File: src/rtl/smc_pkg.sv
package smc_pkg;
   typedef enum logic {
      ACC_READ  = 1'b0,
      ACC_WRITE = 1'b1
   } acc_kind_e;

   typedef enum logic {
      CAP_CS_RISE = 1'b0,
      CAP_RD_RISE = 1'b1
   } cap_mode_e;
endpackage

File: src/rtl/smc_strobe_gen.sv
module smc_strobe_gen #(
   parameter int TW = 4,
   parameter int CW = TW + 2
) (
   input  logic          en,
   input  logic [CW-1:0] cnt,
   input  logic [TW-1:0] setup,
   input  logic [TW-1:0] pulse,
   input  logic [TW-1:0] hold,
   output logic          strobe_n,
   output logic          last_low,
   output logic [CW-1:0] span
);
   logic [CW-1:0] lo, hi;

   always_comb begin
      lo       = (setup == '0) ? CW'(1) : CW'(setup);
      hi       = lo + ((pulse == '0) ? CW'(1) : CW'(pulse));
      span     = hi + CW'(hold);
      strobe_n = !(en && (cnt >= lo) && (cnt < hi));
      last_low = en && (cnt == hi - CW'(1));
   end
endmodule

File: src/rtl/smc_seq_ctl.sv
module smc_seq_ctl #(
   parameter int CW = 6
) (
   input  logic          clk,
   input  logic          rst_n,
   input  logic          start,
   input  logic [CW-1:0] len,
   output logic          accept,
   output logic          busy,
   output logic [CW-1:0] cnt,
   output logic          last,
   output logic          done
);
   assign accept = start && !busy;
   assign last   = busy && (cnt == len - CW'(1));

   always_ff @(posedge clk) begin
      if (!rst_n) begin
         busy <= 1'b0;
         cnt  <= '0;
         done <= 1'b0;
      end else begin
         done <= last;
         if (accept) begin
            busy <= 1'b1;
            cnt  <= '0;
         end else if (last) begin
            busy <= 1'b0;
            cnt  <= '0;
         end else if (busy) begin
            cnt  <= cnt + CW'(1);
         end
      end
   end
endmodule

File: src/rtl/smc_cycle_gen.sv
module smc_cycle_gen
   import smc_pkg::*;
#(
   parameter int AW         = 24,
   parameter int NB         = 4,
   parameter int TW         = 4,
   parameter bit BYTE_WRITE = 1'b1,
   localparam int DW        = 8 * NB,
   localparam int CW        = TW + 2
) (
   input  logic          clk,
   input  logic          rst_n,
   input  logic          req_start,
   input  logic          req_write,
   input  logic [AW-1:0] req_addr,
   input  logic [DW-1:0] req_wdata,
   input  logic [NB-1:0] req_be,
   input  logic [TW-1:0] cfg_we_setup,
   input  logic [TW-1:0] cfg_we_pulse,
   input  logic [TW-1:0] cfg_we_hold,
   input  logic [TW-1:0] cfg_cswr_setup,
   input  logic [TW-1:0] cfg_cswr_pulse,
   input  logic [TW-1:0] cfg_cswr_hold,
   input  logic [TW-1:0] cfg_rd_setup,
   input  logic [TW-1:0] cfg_rd_pulse,
   input  logic [TW-1:0] cfg_rd_hold,
   input  logic [TW-1:0] cfg_csrd_setup,
   input  logic [TW-1:0] cfg_csrd_pulse,
   input  logic [TW-1:0] cfg_csrd_hold,
   input  logic          cfg_cap_mode,
   output logic [AW-1:0] mem_addr,
   output logic [DW-1:0] mem_dout,
   output logic          mem_oe,
   input  logic [DW-1:0] mem_din,
   output logic          mem_cs_n,
   output logic          mem_rd_n,
   output logic          mem_we_n,
   output logic [NB-1:0] mem_bwe_n,
   output logic [DW-1:0] rd_data,
   output logic          done
);
   if (TW < 2 || TW > 8) begin : g_bad_tw
      $error("smc_cycle_gen: TW must lie in 2..8");
   end
   if (NB != 1 && NB != 2 && NB != 4) begin : g_bad_nb
      $error("smc_cycle_gen: NB must be 1, 2 or 4");
   end
   if (AW < 1) begin : g_bad_aw
      $error("smc_cycle_gen: AW must be positive");
   end

   // request and timing snapshot taken at acceptance
   acc_kind_e     kind_q;
   cap_mode_e     cap_q;
   logic [AW-1:0] addr_q;
   logic [DW-1:0] wdata_q, rdata_q;
   logic [NB-1:0] be_q;
   logic [TW-1:0] we_s_q, we_p_q, we_h_q, rd_s_q, rd_p_q, rd_h_q;
   logic [TW-1:0] cw_s_q, cw_p_q, cw_h_q, cr_s_q, cr_p_q, cr_h_q;

   logic          seq_accept, seq_busy, seq_last;
   logic [CW-1:0] seq_cnt, seq_len;
   logic          is_wr;
   logic          we_en, rd_en;
   logic          we_last, rd_last, cs_last;
   logic [CW-1:0] we_span, rd_span, cs_span, dat_span;
   logic          cap_hit;

   assign is_wr = (kind_q == ACC_WRITE);
   assign we_en = seq_busy && is_wr;
   assign rd_en = seq_busy && !is_wr;

   always_ff @(posedge clk) begin
      if (!rst_n) begin
         kind_q  <= ACC_READ;
         cap_q   <= CAP_CS_RISE;
         addr_q  <= '0;
         wdata_q <= '0;
         be_q    <= '0;
         we_s_q  <= '0; we_p_q <= '0; we_h_q <= '0;
         rd_s_q  <= '0; rd_p_q <= '0; rd_h_q <= '0;
         cw_s_q  <= '0; cw_p_q <= '0; cw_h_q <= '0;
         cr_s_q  <= '0; cr_p_q <= '0; cr_h_q <= '0;
      end else if (seq_accept) begin
         kind_q  <= req_write ? ACC_WRITE : ACC_READ;
         cap_q   <= cfg_cap_mode ? CAP_RD_RISE : CAP_CS_RISE;
         addr_q  <= req_addr;
         wdata_q <= req_wdata;
         be_q    <= req_be;
         we_s_q  <= cfg_we_setup;   we_p_q <= cfg_we_pulse;   we_h_q <= cfg_we_hold;
         rd_s_q  <= cfg_rd_setup;   rd_p_q <= cfg_rd_pulse;   rd_h_q <= cfg_rd_hold;
         cw_s_q  <= cfg_cswr_setup; cw_p_q <= cfg_cswr_pulse; cw_h_q <= cfg_cswr_hold;
         cr_s_q  <= cfg_csrd_setup; cr_p_q <= cfg_csrd_pulse; cr_h_q <= cfg_csrd_hold;
      end
   end

   smc_seq_ctl #(.CW(CW)) i_seq (
      .clk    (clk),
      .rst_n  (rst_n),
      .start  (req_start),
      .len    (seq_len),
      .accept (seq_accept),
      .busy   (seq_busy),
      .cnt    (seq_cnt),
      .last   (seq_last),
      .done   (done)
   );

   smc_strobe_gen #(.TW(TW), .CW(CW)) i_we_gen (
      .en (we_en), .cnt (seq_cnt),
      .setup (we_s_q), .pulse (we_p_q), .hold (we_h_q),
      .strobe_n (mem_we_n), .last_low (we_last), .span (we_span)
   );

   smc_strobe_gen #(.TW(TW), .CW(CW)) i_rd_gen (
      .en (rd_en), .cnt (seq_cnt),
      .setup (rd_s_q), .pulse (rd_p_q), .hold (rd_h_q),
      .strobe_n (mem_rd_n), .last_low (rd_last), .span (rd_span)
   );

   smc_strobe_gen #(.TW(TW), .CW(CW)) i_cs_gen (
      .en (seq_busy), .cnt (seq_cnt),
      .setup (is_wr ? cw_s_q : cr_s_q),
      .pulse (is_wr ? cw_p_q : cr_p_q),
      .hold  (is_wr ? cw_h_q : cr_h_q),
      .strobe_n (mem_cs_n), .last_low (cs_last), .span (cs_span)
   );

   assign dat_span = is_wr ? we_span : rd_span;
   assign seq_len  = (dat_span > cs_span) ? dat_span : cs_span;

   assign cap_hit = rd_en && ((cap_q == CAP_RD_RISE) ? rd_last : cs_last);

   always_ff @(posedge clk) begin
      if (!rst_n)       rdata_q <= '0;
      else if (cap_hit) rdata_q <= mem_din;
   end

   if (BYTE_WRITE) begin : g_byte_we
      for (genvar gi = 0; gi < NB; gi++) begin : g_lane
         assign mem_bwe_n[gi] = mem_we_n | ~be_q[gi];
      end
   end else begin : g_word_we
      assign mem_bwe_n = {NB{mem_we_n}};
   end

   assign mem_addr = addr_q;
   assign mem_dout = wdata_q;
   assign mem_oe   = we_en;
   assign rd_data  = rdata_q;
endmodule

File: config.mk
export PLATFORM = sky130hd
export DESIGN_NAME = smc_cycle_gen
export DESIGN_NICKNAME = d
export VERILOG_FILES = /design/src/rtl/smc_pkg.sv /design/src/rtl/smc_strobe_gen.sv /design/src/rtl/smc_seq_ctl.sv /design/src/rtl/smc_cycle_gen.sv
export SDC_FILE = /design/constraint.sdc
export NUM_CORES = 1
export LEC_CHECK = 0
export ABC_CLOCK_PERIOD_IN_PS = 8350
export BUFFER_PORTS_ARGS = -buffer_cell sky130_fd_sc_hd__buf_2
export CAP_MARGIN = 15
export CORE_MARGIN = 2
export CORE_UTILIZATION = 40
export CTS_CLUSTER_SIZE = 10
export DETAILED_ROUTE_END_ITERATION = 12
export MAX_ROUTING_LAYER = met4
export SLEW_MARGIN = 20
export SYNTH_ARGS = -nofsm -noshare
export SYNTH_HDL_FRONTEND = slang
export SYNTH_SLANG_ARGS = --single-unit
File: constraint.sdc
create_clock -name clk -period 8.35 [get_ports clk]
set_input_delay 0.4175 -clock clk [delete_from_list [all_inputs] [get_ports clk]]
set_output_delay 0.4175 -clock clk [all_outputs]
set_load 0.01 [all_outputs]
After elaboration in Yosys (flattened, before gate mapping) --
Index checks and enable logic that the tools add are counted.
Storage, ports and cells: output and inout port bits 97, input port bits 145, register bits 150
Cells by class: eq/ne operators 3, $lt $le $gt $ge 7, bitwise logic cells 9, add/subtract/negate cells 10, mux-type cells 16, reduce and logical (&&, ||, !) cells 26
Operators by type and width (count):
- 4-bit 2-to-1 mux | 9
- 4-bit zero test | 6
- 6-bit by 4-bit adder with 6-bit output | 3
- 6-bit adder | 3
- 6-bit equality test | 3
- 6-bit greater-or-equal comparator | 3
- 6-bit less-than comparator | 3
- 6-bit by 1-bit subtractor with 6-bit output, second input constant | 3
- 1-bit logical AND | 13
- 6-bit 2-to-1 mux | 2
- 6-bit by 1-bit adder with 6-bit output, second input constant | 1
- 6-bit > comparator | 1
- 1-bit zero test | 5
- 1-bit 2-to-1 mux | 5
- 1-bit NOT | 5
- 1-bit bitwise OR | 4
- 3-bit OR reduction | 1
- 2-bit nonzero test | 1

Logic depth before layout (Yosys ltp) --
Gate-level depths: netlist (run 1).
word-level depth 12, depth in mapped cells 27, depth with buffers taken out 24

Modules after synthesis --
A second synthesis (run 1) with hierarchy kept.
Second synthesis, totals: cell total of the unflattened synthesis 854, area total of the unflattened synthesis 8363.0 um^2
Modules (own cells, without submodules):
- smc_cycle_gen | cells an instance 548, seq. area each 2842.7 um^2, area each 5806.8 um^2, times used 1
- smc_strobe_gen (i_rd_gen ...) | cells an instance 84, seq. area each 0.0 um^2, area each 680.7 um^2, times used 2
- smc_strobe_gen (i_cs_gen) | cells an instance 83, seq. area each 0.0 um^2, area each 674.4 um^2, times used 1
- smc_seq_ctl | cells an instance 55, seq. area each 160.2 um^2, area each 520.5 um^2, times used 1

Worst setup path before layout (run 1) --
Ideal clock, no wire load.
path type reg2reg, from register kind_q, in the netlist is_wr, to register i_seq.done, arrival time 6.167 ns, path buffers 3, period minus slack after synthesis 6.228 ns, setup slack 2.122 ns, stages on the path, launching flop included 23, path through dfxtp_1 -> clkbuf_8 -> clkbuf_1 -> buf_1 -> mux2_2 -> o31ai_1 -> ha_1 -> fa_1 -> fa_1 -> a21o_2 -> a21oi_1 -> xnor2_1 -> ha_1 -> and3_2 -> and3_2 -> a221o_1 -> mux2i_4 -> mux2i_1 -> ha_1 -> xor2_1 -> xnor2_1 -> nor4_2 -> and3_1
Between the ends: word-level cells in the longest chain between the ends 10, elaborated cells between the ends (all ways) 15, classes of those cells 3 x add/sub; 1 x order compare; 1 x eq/ne; 7 x mux; 3 x reduce/logical
RTL lines:
- start: declaration | RTL line smc_cycle_gen.sv:53 | acc_kind_e kind_q;
- start signal: assignment | RTL line smc_cycle_gen.sv:85 | kind_q <= req_write ? ACC_WRITE : ACC_READ;
- 4-bit 2-to-1 mux, on equally long branches | RTL line smc_cycle_gen.sv:123, smc_cycle_gen.sv:124
- 4-bit zero test, on equally long branches | RTL line smc_strobe_gen.sv:17, smc_strobe_gen.sv:18
- 4-bit 2-to-1 mux, on equally long branches | RTL line smc_strobe_gen.sv:17, smc_strobe_gen.sv:18
- 6-bit adder | RTL line smc_strobe_gen.sv:18 | hi = lo + ((pulse == '0) ? CW'(1) : CW'(pulse));
- 6-bit by 4-bit adder with 6-bit output | RTL line smc_strobe_gen.sv:19 | span = hi + CW'(hold);
- 6-bit > comparator | RTL line smc_cycle_gen.sv:130 | assign seq_len = (dat_span > cs_span) ? dat_span : cs_span;
- 6-bit 2-to-1 mux (*) | RTL line smc_cycle_gen.sv:130
- 6-bit by 1-bit subtractor with 6-bit output (*) | RTL line smc_seq_ctl.sv:15 | assign last = busy && (cnt == len - CW'(1));
- 6-bit equality test (*) | RTL line smc_seq_ctl.sv:15
- 1-bit logical AND (*) | RTL line smc_seq_ctl.sv:15
- end signal: assignment | RTL line smc_seq_ctl.sv:23 | done <= last;
- end: declaration | RTL line smc_seq_ctl.sv:12 | output logic done
Every way passes the cells marked *; elsewhere a longest branch is shown, timed or not. A chain may end at the register's enable or synchronous reset.

Worst setup path in the final report (run 1) --
Same ends and word-level chain as after synthesis.

==> results of run 1 <==
sequential cells by signal, indices dropped and copies added, names as in the netlist, 4 cells and up:
signal / flops
cw_s_q: 4
rd_p_q: 4
we_h_q: 4
we_p_q: 4
cr_h_q: 4
rd_data: 32
mem_dout: 32
cr_p_q: 4
rd_h_q: 4
we_s_q: 4
rd_s_q: 4
cw_p_q: 4
be_q: 4
cr_s_q: 4
cw_h_q: 4
i_seq.cnt: 6
mem_addr: 24
per-layer routing:
| layer | global-route usage [%] | up-vias | routed length, um |
|---|---|---|---|
| li1 | - | 3669 | - |
| met1 | 24.8 | 3213 | 9400 |
| met2 | 33.7 | 158 | 10000 |
| met3 | 5.61 | 22 | 1160 |
| met4 | 5.34 | 0 | 293 |
| met5 | - | - | 0 |
worst max-delay path by stage:
stage,from,to,slack [ps]
2_1_floorplan,is_wr,i_seq.done,2120
3_3_place_gp,is_wr,i_seq.done,2030
4_1_cts,is_wr,i_seq.done,1840
6_report,is_wr,i_seq.done,1840
3_5_place_dp,is_wr,i_seq.done,1860
5_1_grt,is_wr,i_seq.done,1340
kinds of logic (layout without fill, tap and decap cells):
family,after synthesis,count (layout)
multiplexers,21,21
AO/OA/AOI/OAI,232,232
adder cells (fa/ha/maj),66,66
buffers and inverters,101,308
flip-flops,150,150
other,0,4
AND/OR/NAND/NOR,372,372
XOR/XNOR,33,33
per-stage QoR:
step	instances	util (%)	total power, mW
finish	1451	50.8	2.46
global route	1451	50.8	2.64
floorplan	975	-	1.48
global placement	1415	47.7	1.69
CTS	1447	50.8	2.49
detailed placement	1415	47.7	1.70
worst max-delay path, cell delays in order, from the launching register on:
cell and delay, ps:
dfxtp_1 690, mux2_2 450, o31ai_1 320, ha_1 250, fa_1 500, fa_1 460
a21o_2 210, a21oi_1 180, xnor2_1 210, ha_1 320, and3_2 220, and3_2 210
a221o_1 380, mux2i_4 340, mux2i_1 330, ha_1 220, xor2_1 180, xnor2_1 110
nor4_2 610, and3_1 250
final cells by class:
type / instances / area share [%]
multi-input combinational: 724 / 46.7
clock buffer: 20 / 4.59
clock inverter: 12 / 1.43
sequential: 150 / 30.2
inverter: 30 / 1.13
tap: 265 / 3.33
antenna: 4 / 0.101
timing repair buffer: 246 / 12.5
cells in the final DEF, fill, tap and decap left out, types with 4 or more instances in the layout:
| cell type | instances |
|---|---|
| nand4_1 | 5 |
| xor2_1 | 12 |
| mux2_2 | 10 |
| a21o_1 | 11 |
| a21boi_0 | 112 |
| o21ai_0 | 44 |
| buf_4 | 6 |
| fa_1 | 6 |
| nor2_1 | 6 |
| or2_2 | 6 |
| o21a_1 | 5 |
| diode_2 | 4 |
| nand2_1 | 272 |
| inv_1 | 30 |
| a21oi_1 | 23 |
| mux2i_1 | 9 |
| nor3_1 | 9 |
| xnor2_1 | 21 |
| nor2b_1 | 8 |
| a21oi_2 | 4 |
| clkbuf_16 | 17 |
| ha_1 | 60 |
| clkinv_4 | 4 |
| nand2b_1 | 8 |
| dfxtp_1 | 150 |
| nand3_1 | 38 |
| o21ai_1 | 5 |
| buf_2 | 240 |
power by group through the flow:
stage	clock (mW)	combinational (mW)	sequential, mW
floorplan	0	0.648	0.832
global placement	0	0.859	0.827
detailed placement	0	0.870	0.828
CTS	0.802	0.874	0.813
global route	0.832	0.987	0.821
finish	0.781	0.867	0.812
==> out/metrics.csv, run 1 <==
metric,value,unit
outcome,finished clean,
"top cells by count, synth","272 x nand2_1, 150 x dfxtp_1, 112 x a21boi_0",
TritonCTS clock tree,done,
sequential power share,33.0,%
layout cells sized above 1,27.0,%
Routed Antenna Nets,0,
root buf cell,clkbuf_16,
Final Slew Violations,0,
combinational family with the most area after synthesis,compound AO/OA/AOI/OAI gates,
clock power share,31.8,%
Final Hold Fails,0,
final setup violation count,0,
fin area,0.00995,mm2
CP arrival,6870,ps
Yosys reg bits,150,
nets@finish,1380,
Hold Path Class,primary input to flip-flop,
total track usage,20.5,%
Internal,1.61,mW
Final Skew,10.4,ps
Port Buffer Count,241,
First DRT Iteration DRCs,357,
DP Area,0.00935,mm2
simple-gate portion of the synthesized area,20.0,%
syn_nets,1186,
Reg2Reg Depth,19,
initial antenna violation count,4,
dpl ws,1860,ps
worst skew pair latency,420,ps
complex-gate fraction of the synthesized area,20.1,%
Crit Path Category,flip-flop to flip-flop,
PwrDens,247,mW/mm2
Fmax achieved,154,MHz
die area,0.0213,mm2
Synth top area share,37.3,%
number of max-cap violations,0,
startpoint type of the worst setup path,flip-flop,
Post-Syn Instances,975,
hold path depth,3,
hold_buf cts,0,
vias per cell,4.87,
vias in the first global route,6993,
Hold Crit Start,mem_din[11],
most frequent cell after synthesis,nand2_1,
CP max FO,13,
"Async S/R FF share, synth",0,%
Worst EP required,8710,ps
syn_area_per_cell,8.26,um2
Worst-Margin Slew,1040,ps
Ys Warns,0,
combinational share of power,35.2,%
final wirelength,20900,um
Period minus WS final,6510,ps
largest net degree at the start of global routing,120,
Synth Area in Adders,10.8,%
Detail Placement HPWL,15000,um
setup TNS,0,ps
Crit. End Element,flip-flop,
final worst setup slack,1840,ps
sw frac,34.6,%
number of synthesized flops with an enable pin,0,
CTS Buf Count,17,
reg2reg setup slack,1840,ps
RR Startpoint,is_wr,
clk sinks,150,
post-CTS setup buffer count,0,
initial core utilization,41.1,%
RR Endpoint,i_seq.done,
drt wl/cell,14.4,um
Layout area overhead,23.6,%
Core Area,0.0196,mm2
XOR/XNOR share of the synthesized area,3.59,%
Die Span X,146,um
DRT Pass-1 Iters,4,
Leakage,4.52,nW
vias,7062,
Area contributors post-synth,"dfxtp_1 37%, nand2_1 13%, a21boi_0 10%",
sequential-to-total area share from yosys stat,37.3,%
I/O pins,242,
Clock transition at path regs,60,ps
ys flop type,dfxtp_1,
post_cts resized,0,
# DRC,0,
Psw,0.850,mW
Hold EP,rd_data[11],
FP Rows,51,
gr ovfl total,0,
CTS max path bufs,2,
peak supply drop,145,uV
area of the multi-input gates,0.00465,mm2
proportion of synthesized area in mux cells,3.08,%
first-pass GRT wire length,34700,um
synthesized area,0.00805,mm2
relative slew slack,30.9,%
Seq. cell area,0.00300,mm2
fill count,1980,
Die Ht,146,um
WHS,211,ps
H-tree depth,4,
gp weighted congestion,0.875,
RSZ-0062 raised after global routing,no,
post-synthesis cell type count,58,
cell taking the most area after synthesis,dfxtp_1,
period utilization,77.9,%
No activity file was read; power rests on OpenSTA's default activity.
==> inputs of run 2 (changes only) <==
--- a/config.mk
+++ b/config.mk
@@ -5,7 +5,7 @@
 export SDC_FILE = /design/constraint.sdc
 export NUM_CORES = 1
 export LEC_CHECK = 0
-export ABC_CLOCK_PERIOD_IN_PS = 8350
+export ABC_CLOCK_PERIOD_IN_PS = 6100
 export BUFFER_PORTS_ARGS = -buffer_cell sky130_fd_sc_hd__buf_2
 export CAP_MARGIN = 15
 export CORE_MARGIN = 2
==> constraint.sdc (replaced) <==
create_clock -name clk -period 6.1 [get_ports clk]
set_input_delay 0.305 -clock clk [delete_from_list [all_inputs] [get_ports clk]]
set_output_delay 0.305 -clock clk [all_outputs]
set_load 0.01 [all_outputs]
==> run 2 against run 1 <==
Compared with the run above: core utilization increased by 0.33 points; non-clock buffer count increased by 6; maximum frequency increased by 13%; critical endpoint unchanged; flip-flop and latch count unchanged; hold slack got worse by 110 ps.
==> out/metrics.csv, run 2 (synthesis gave the netlist of run 1 again) <==
metric,value,unit,change
outcome,finished clean,,
Worst-Margin Slew,916,ps,-120 ps
PwrDens,340,mW/mm2,+38%
Core Area,0.0196,mm2,unchanged
Clock transition at path regs,60,ps,about the same
combinational share of power,37.1,%,+1.9 points
vias,7051,,-0.16%
WHS,99.1,ps,-112 ps
clk sinks,150,,unchanged
first-pass GRT wire length,34900,um,+0.34%
peak supply drop,208,uV,+44%
H-tree depth,4,,unchanged
Die Span X,146,um,unchanged
RSZ-0062 raised after global routing,no,,
FP Rows,51,,unchanged
Psw,1.22,mW,+43%
setup TNS,0,ps,unchanged
grt met1 use,25.1,%,+0.25 points
met3 Usage GRT,5.11,%,-0.50 points
TritonCTS clock tree,done,,
vias per cell,4.85,,-0.36%
CTS max path bufs,2,,unchanged
nets@finish,1386,,+0.43%
initial core utilization,41.1,%,unchanged
layout cells sized above 1,27.9,%,+0.87 points
die area,0.0213,mm2,unchanged
root buf cell,clkbuf_16,,
Final Hold Fails,0,,unchanged
Hold Path Class,primary input to flip-flop,,
Die Ht,146,um,unchanged
Internal,2.19,mW,+36%
reg2reg setup slack,330,ps,-1510 ps
Crit. End Element,flip-flop,,
gr ovfl total,0,,unchanged
Leakage,4.55,nW,+0.53%
vias in the first global route,6946,,-0.67%
sequential power share,32.6,%,-0.4 points
Worst EP required,6460,ps,-2250 ps
# DRC,0,,unchanged
number of max-cap violations,0,,unchanged
relative slew slack,38.8,%,+7.9 points
GR peak layer,met2,,
Detail Placement HPWL,15200,um,+1.0%
final setup violation count,0,,unchanged
Period minus WS final,5770,ps,-739 ps
most frequent cells in the layout,"272 x nand2_1, 240 x buf_2, 149 x dfxtp_1",,
largest net degree at the start of global routing,122,,+1.7%
CP arrival,6130,ps,-740 ps
CP max FO,9,,-4
Final Skew,16.0,ps,+5.65 ps
Crit Path Category,flip-flop to flip-flop,,
area of the multi-input gates,0.00469,mm2,+0.81%
CTS Buf Count,17,,unchanged
total track usage,20.7,%,+0.16 points
period utilization,94.5,%,+17 points
Final Slew Violations,0,,unchanged
I/O pins,242,,unchanged
Seq. cell area,0.00300,mm2,about the same
met2 Track Usage GR,34.3,%,+0.61 points
Layout area overhead,24.4,%,
hold_buf cts,0,,unchanged
drt wl/cell,14.6,um,+1.6%
worst skew pair latency,430,ps,about the same
startpoint type of the worst setup path,flip-flop,,
DRT Pass-1 Iters,4,,unchanged
gp weighted congestion,0.832,,-4.9%
fill count,1934,,-2.3%
First DRT Iteration DRCs,367,,+2.8%
Fmax achieved,173,MHz,+13%
final wirelength,21300,um,+1.8%
Port Buffer Count,241,,unchanged
"commonest non-fill, non-tap cell in the layout",nand2_1,,
sw frac,35.7,%,+1.2 points
initial antenna violation count,1,,-3
clock power share,30.3,%,-1.5 points
Routed Antenna Nets,0,,unchanged
run 2: per-stage QoR:
stage	setup slack [ps]	instances	utilization, %	power (mW)	instance area [um2]
after floorplan	13.5	975	-	2.05	8060
after global routing	14.7	1454	51.1	3.65	10000
final	333	1454	51.1	3.41	10000
after detailed placement	114	1419	47.9	2.38	9380
after global placement	256	1419	47.9	2.37	9380
after CTS	83.0	1451	50.8	3.43	9950
run 2: final cells by class:
| type | count | share of cell area, % |
|---|---|---|
| antenna | 1 | 0.0250 |
| clock buffer | 18 | 4.28 |
| clock inverter | 14 | 1.39 |
| inverter | 30 | 1.12 |
| multi-input combinational | 724 | 46.8 |
| sequential | 150 | 30.0 |
| tap | 265 | 3.31 |
| timing repair buffer | 252 | 13.1 |
run 2: worst paths after layout:
kind          startpoint           to  depth (start not counted)
max                is_wr   i_seq.done                         22
min          mem_din[31]  rd_data[31]                          3
max reg2reg        is_wr   i_seq.done                         22
min reg2reg  rd_data[29]  rd_data[29]                          2
run 2: critical path, cell delays in order (launching register included):
cell and delay, ps:
dfxtp_2 400, buf_4 190, mux2_2 390, o31ai_1 260
ha_1 230, fa_2 490, fa_1 450, a21o_2 210
a21oi_2 170, xnor2_2 150, ha_1 290, and3_2 210
and3_2 210, a221o_1 390, mux2i_4 180, buf_4 190
o21ai_0 90, ha_1 210, and2_2 190, and4_4 190
nor4_2 260, buf_4 190, and3_1 150
run 2: power by group through the flow:
stage	sequential, mW	combinational, mW	clock [mW]
3_5_place_dp	1.13	1.25	0
5_1_grt	1.12	1.43	1.10
6_report	1.11	1.26	1.03
3_3_place_gp	1.13	1.23	0
2_1_floorplan	1.14	0.907	0
4_1_cts	1.11	1.26	1.06
run 2: what timing repair did:
| item | in CTS | in global routing |
|---|---|---|
| setup buffers | 0 | 1 |
| endpoints found under the setup margin | 0 | 8 |
| gates resized for setup | 0 | 6 |
run 2: routing by layer:
layer / vias to the layer above / part of all wire [%]
li1: 3681 / -
met1: 3208 / 45
met2: 144 / 49
met3: 18 / 4.8
met4: 0 / 1.2
met5: - / 0
==> inputs of run 3 (changes only) <==
--- a/config.mk
+++ b/config.mk
@@ -5,9 +5,11 @@
 export SDC_FILE = /design/constraint.sdc
 export NUM_CORES = 1
 export LEC_CHECK = 0
+export ABC_AREA = 1
 export ABC_CLOCK_PERIOD_IN_PS = 6100
 export BUFFER_PORTS_ARGS = -buffer_cell sky130_fd_sc_hd__buf_2
 export CAP_MARGIN = 15
+export CORE_ASPECT_RATIO = 0.8
 export CORE_MARGIN = 2
 export CORE_UTILIZATION = 40
 export CTS_CLUSTER_SIZE = 10
==> run 3 against run 2 <==
Compared with the run above: flip-flop and latch count unchanged; sequential share of layout area up 0.61 points; clock-buffer cell count down 1; global-route usage up 0.77 points; hold slack better by 21 ps; critical endpoint is now i_seq.busy; highest routed layer unchanged.
==> out/metrics.csv, run 3 <==
metric,value,unit,change
Detail Placement HPWL,15800,um,+3.7%
Non-Filler Instances,1544,,+6.2%
PwrDens,378,mW/mm2,+11%
final worst setup slack,517,ps,+184 ps
die area,0.0209,mm2,-1.9%
combinational family with the most area after synthesis,simple AND/OR/NAND/NOR gates,,
Most common cell on crit path,nor2_1,,
WHS,120,ps,+21.4 ps
post-layout util,51.3,%,+0.13 points
dpl ws,438,ps,+324 ps
most frequent cell after synthesis,nor2_1,,
sequential-to-total area share from yosys stat,38.0,%,+0.74 points
RR Endpoint,i_seq.busy,,
Period minus WS final,5580,ps,-184 ps
vias in the first global route,6932,,-0.20%
Hold Path Class,primary input to flip-flop,,
startpoint type of the worst setup path,flip-flop,,
Hold EP,mem_addr[3],,
FP Rows,45,,-12%
Synth top area share,38.0,%,+0.74 points
relative slew slack,37.1,%,-1.7 points
Crit. End Element,flip-flop,,
met2 Track Usage GR,32.9,%,-1.4 points
Final Hold Fails,0,,unchanged
final setup violation count,0,,unchanged
Area contributors post-synth,"dfxtp_1 38%, nor2_1 11%, ha_1 9.5%",,
sw frac,40.3,%,+4.6 points
cell taking the most area after synthesis,dfxtp_1,,
CP max FO,11,,+2
First DRT Iteration DRCs,492,,+34%
reg2reg setup slack,520,ps,+180 ps
complex-gate fraction of the synthesized area,14.2,%,-5.9 points
TritonCTS clock tree,done,,
Clock transition at path regs,70,ps,about the same
gp weighted congestion,0.817,,-1.7%
Reg2Reg Depth,31,,+41%
RSZ-0062 raised after global routing,no,,
Hold Crit Start,req_addr[3],,
XOR/XNOR share of the synthesized area,2.74,%,-0.85 points
RR Startpoint,is_wr,,
root buf cell,clkbuf_16,,
"Async S/R FF share, synth",0,%,unchanged
hold path depth,3,,unchanged
CTS Buf Count,17,,unchanged
met3 Usage GRT,5.51,%,+0.40 points
largest net degree at the start of global routing,103,,-16%
Internal,2.21,mW,+1.2%
Core Area,0.0191,mm2,-2.3%
initial antenna violation count,1,,unchanged
number of max-cap violations,0,,unchanged
post-synthesis cell type count,46,,-21%
Die Span X,161,um,+10%
Synth Area in Adders,11.0,%,+0.22 points
period utilization,91.5,%,-3.0 points
peak supply drop,261,uV,+25%
ys flop type,dfxtp_1,,
"top cells by count, synth","232 x nor2_1, 150 x dfxtp_1, 121 x nand2_1",,
nets@finish,1483,,+7.0%
syn_area_per_cell,7.38,um2,-11%
Fmax achieved,179,MHz,+3.3%
Worst-Margin Slew,938,ps,+21.5 ps
number of synthesized flops with an enable pin,0,,unchanged
Die Ht,130,um,-11%
synthesized area,0.00789,mm2,-2.0%
Yosys reg bits,150,,unchanged
Port Buffer Count,241,,unchanged
Post-Syn Instances,1070,,+9.7%
vias per cell,4.83,,-0.31%
Crit path largest cell delay,500,ps,about the same
Layout area overhead,24.4,%,about the same
Worst EP required,6380,ps,-80 ps
initial core utilization,41.2,%,+0.14 points
syn_nets,1281,,+8.0%
setup TNS,0,ps,unchanged
GR peak layer,met2,,
Final Skew,8.89,ps,-7.13 ps
drt wl/cell,14.1,um,-3.4%
final wirelength,21800,um,+2.6%
Psw,1.50,mW,+23%
clock power share,28.4,%,-1.9 points
"commonest non-fill, non-tap cell in the layout",buf_2,,
combinational share of power,41.6,%,+4.5 points
total track usage,21.4,%,+0.77 points
outcome,finished clean,,
grt met1 use,28.3,%,+3.2 points
simple-gate portion of the synthesized area,26.1,%,+6.1 points
layout cells sized above 1,25.4,%,-2.5 points
CTS max path bufs,2,,unchanged
Routed Antenna Nets,0,,unchanged
CP arrival,5860,ps,-270 ps
Final Slew Violations,0,,unchanged
gr ovfl total,0,,unchanged
"Slowest-stage cell, CP",fa_1,,
DRT Pass-1 Iters,5,,+1
first-pass GRT wire length,34900,um,about the same
Ys Warns,0,,unchanged
# DRC,0,,unchanged
sequential power share,30.0,%,-2.6 points
Crit Path Category,flip-flop to flip-flop,,
worst skew pair latency,430,ps,about the same
Leakage,4.78,nW,+5.0%
clk sinks,150,,unchanged
H-tree depth,4,,unchanged
most frequent cells in the layout,"241 x buf_2, 231 x nor2_1, 150 x dfxtp_1",,
proportion of synthesized area in mux cells,0.507,%,-2.6 points
I/O pins,242,,unchanged
Placed Cells,1511,,+6.5%
vias,7464,,+5.9%
run 3: cell type report:
class                   instances  area, um2
clock buffers                  17        425
diodes                          2       5.00
flip-flops and latches        150       3000
well taps                     258        323
fillers                      1969       9330
repair buffers                248       1260
multi-input cells             769       4320
inverters                      86        324
clock inverters                14        159
run 3: worst max-delay path by stage:
stage / from / endpoint / slack, ps / depth (start not counted)
finish: is_wr / i_seq.busy / 520 / 31
CTS: is_wr / i_seq.busy / 400 / 31
detailed placement: is_wr / i_seq.cnt[2] / 440 / 31
global placement: is_wr / i_seq.cnt[1] / 630 / 31
floorplan: is_wr / i_seq.cnt[1] / 780 / 32
global route: is_wr / i_seq.busy / 9 / 34
run 3: metal layers:
metal / vias up / wire length, um
met5: - / 0
met4: 0 / 235
met3: 18 / 1270
met2: 201 / 9600
met1: 3340 / 10700
li1: 3905 / -
run 3: kinds of logic (layout without fill, tap and decap cells):
group | count (synthesis) | in the layout
and+or+nand+nor | 467 | 467
adders and majority gates | 66 | 66
AOI/OAI and AO/OA | 209 | 209
DFF | 150 | 150
buffers and inverters | 151 | 365
xor gates and xnor gates | 23 | 23
other | 0 | 2
muxes | 4 | 4
run 3: through the flow:
stage / total power [mW] / area (um2)
6_report: 3.71 / 9820
5_1_grt: 3.99 / 9810
4_1_cts: 3.74 / 9810
3_5_place_dp: 2.66 / 9230
3_3_place_gp: 2.66 / 9230
2_1_floorplan: 2.32 / 7890
run 3: power by group through the flow:
stage	logic (mW)	registers [mW]	clock network, mW
global route	1.75	1.12	1.11
CTS	1.55	1.11	1.08
detailed placement	1.53	1.14	0
floorplan	1.17	1.15	0
global placement	1.52	1.13	0
finish	1.54	1.11	1.05
run 3: timing repair:
action                     in CTS  in global routing
buffers inserted                0                  0
hold buffers                    0                  0
hold endpoints to repair        0                  0
resized for setup               0                  1
setup endpoints to repair       0                  8
run 3: worst max-delay path, delay by kind of cell (launching register included):
kind,cells,cell delay [ps]
DFF,1,330
AOI/OAI and AO/OA,4,650
buffers and inverters,3,380
xor gates and xnor gates,2,310
and+or+nand+nor,17,1970
adders and majority gates,5,1800
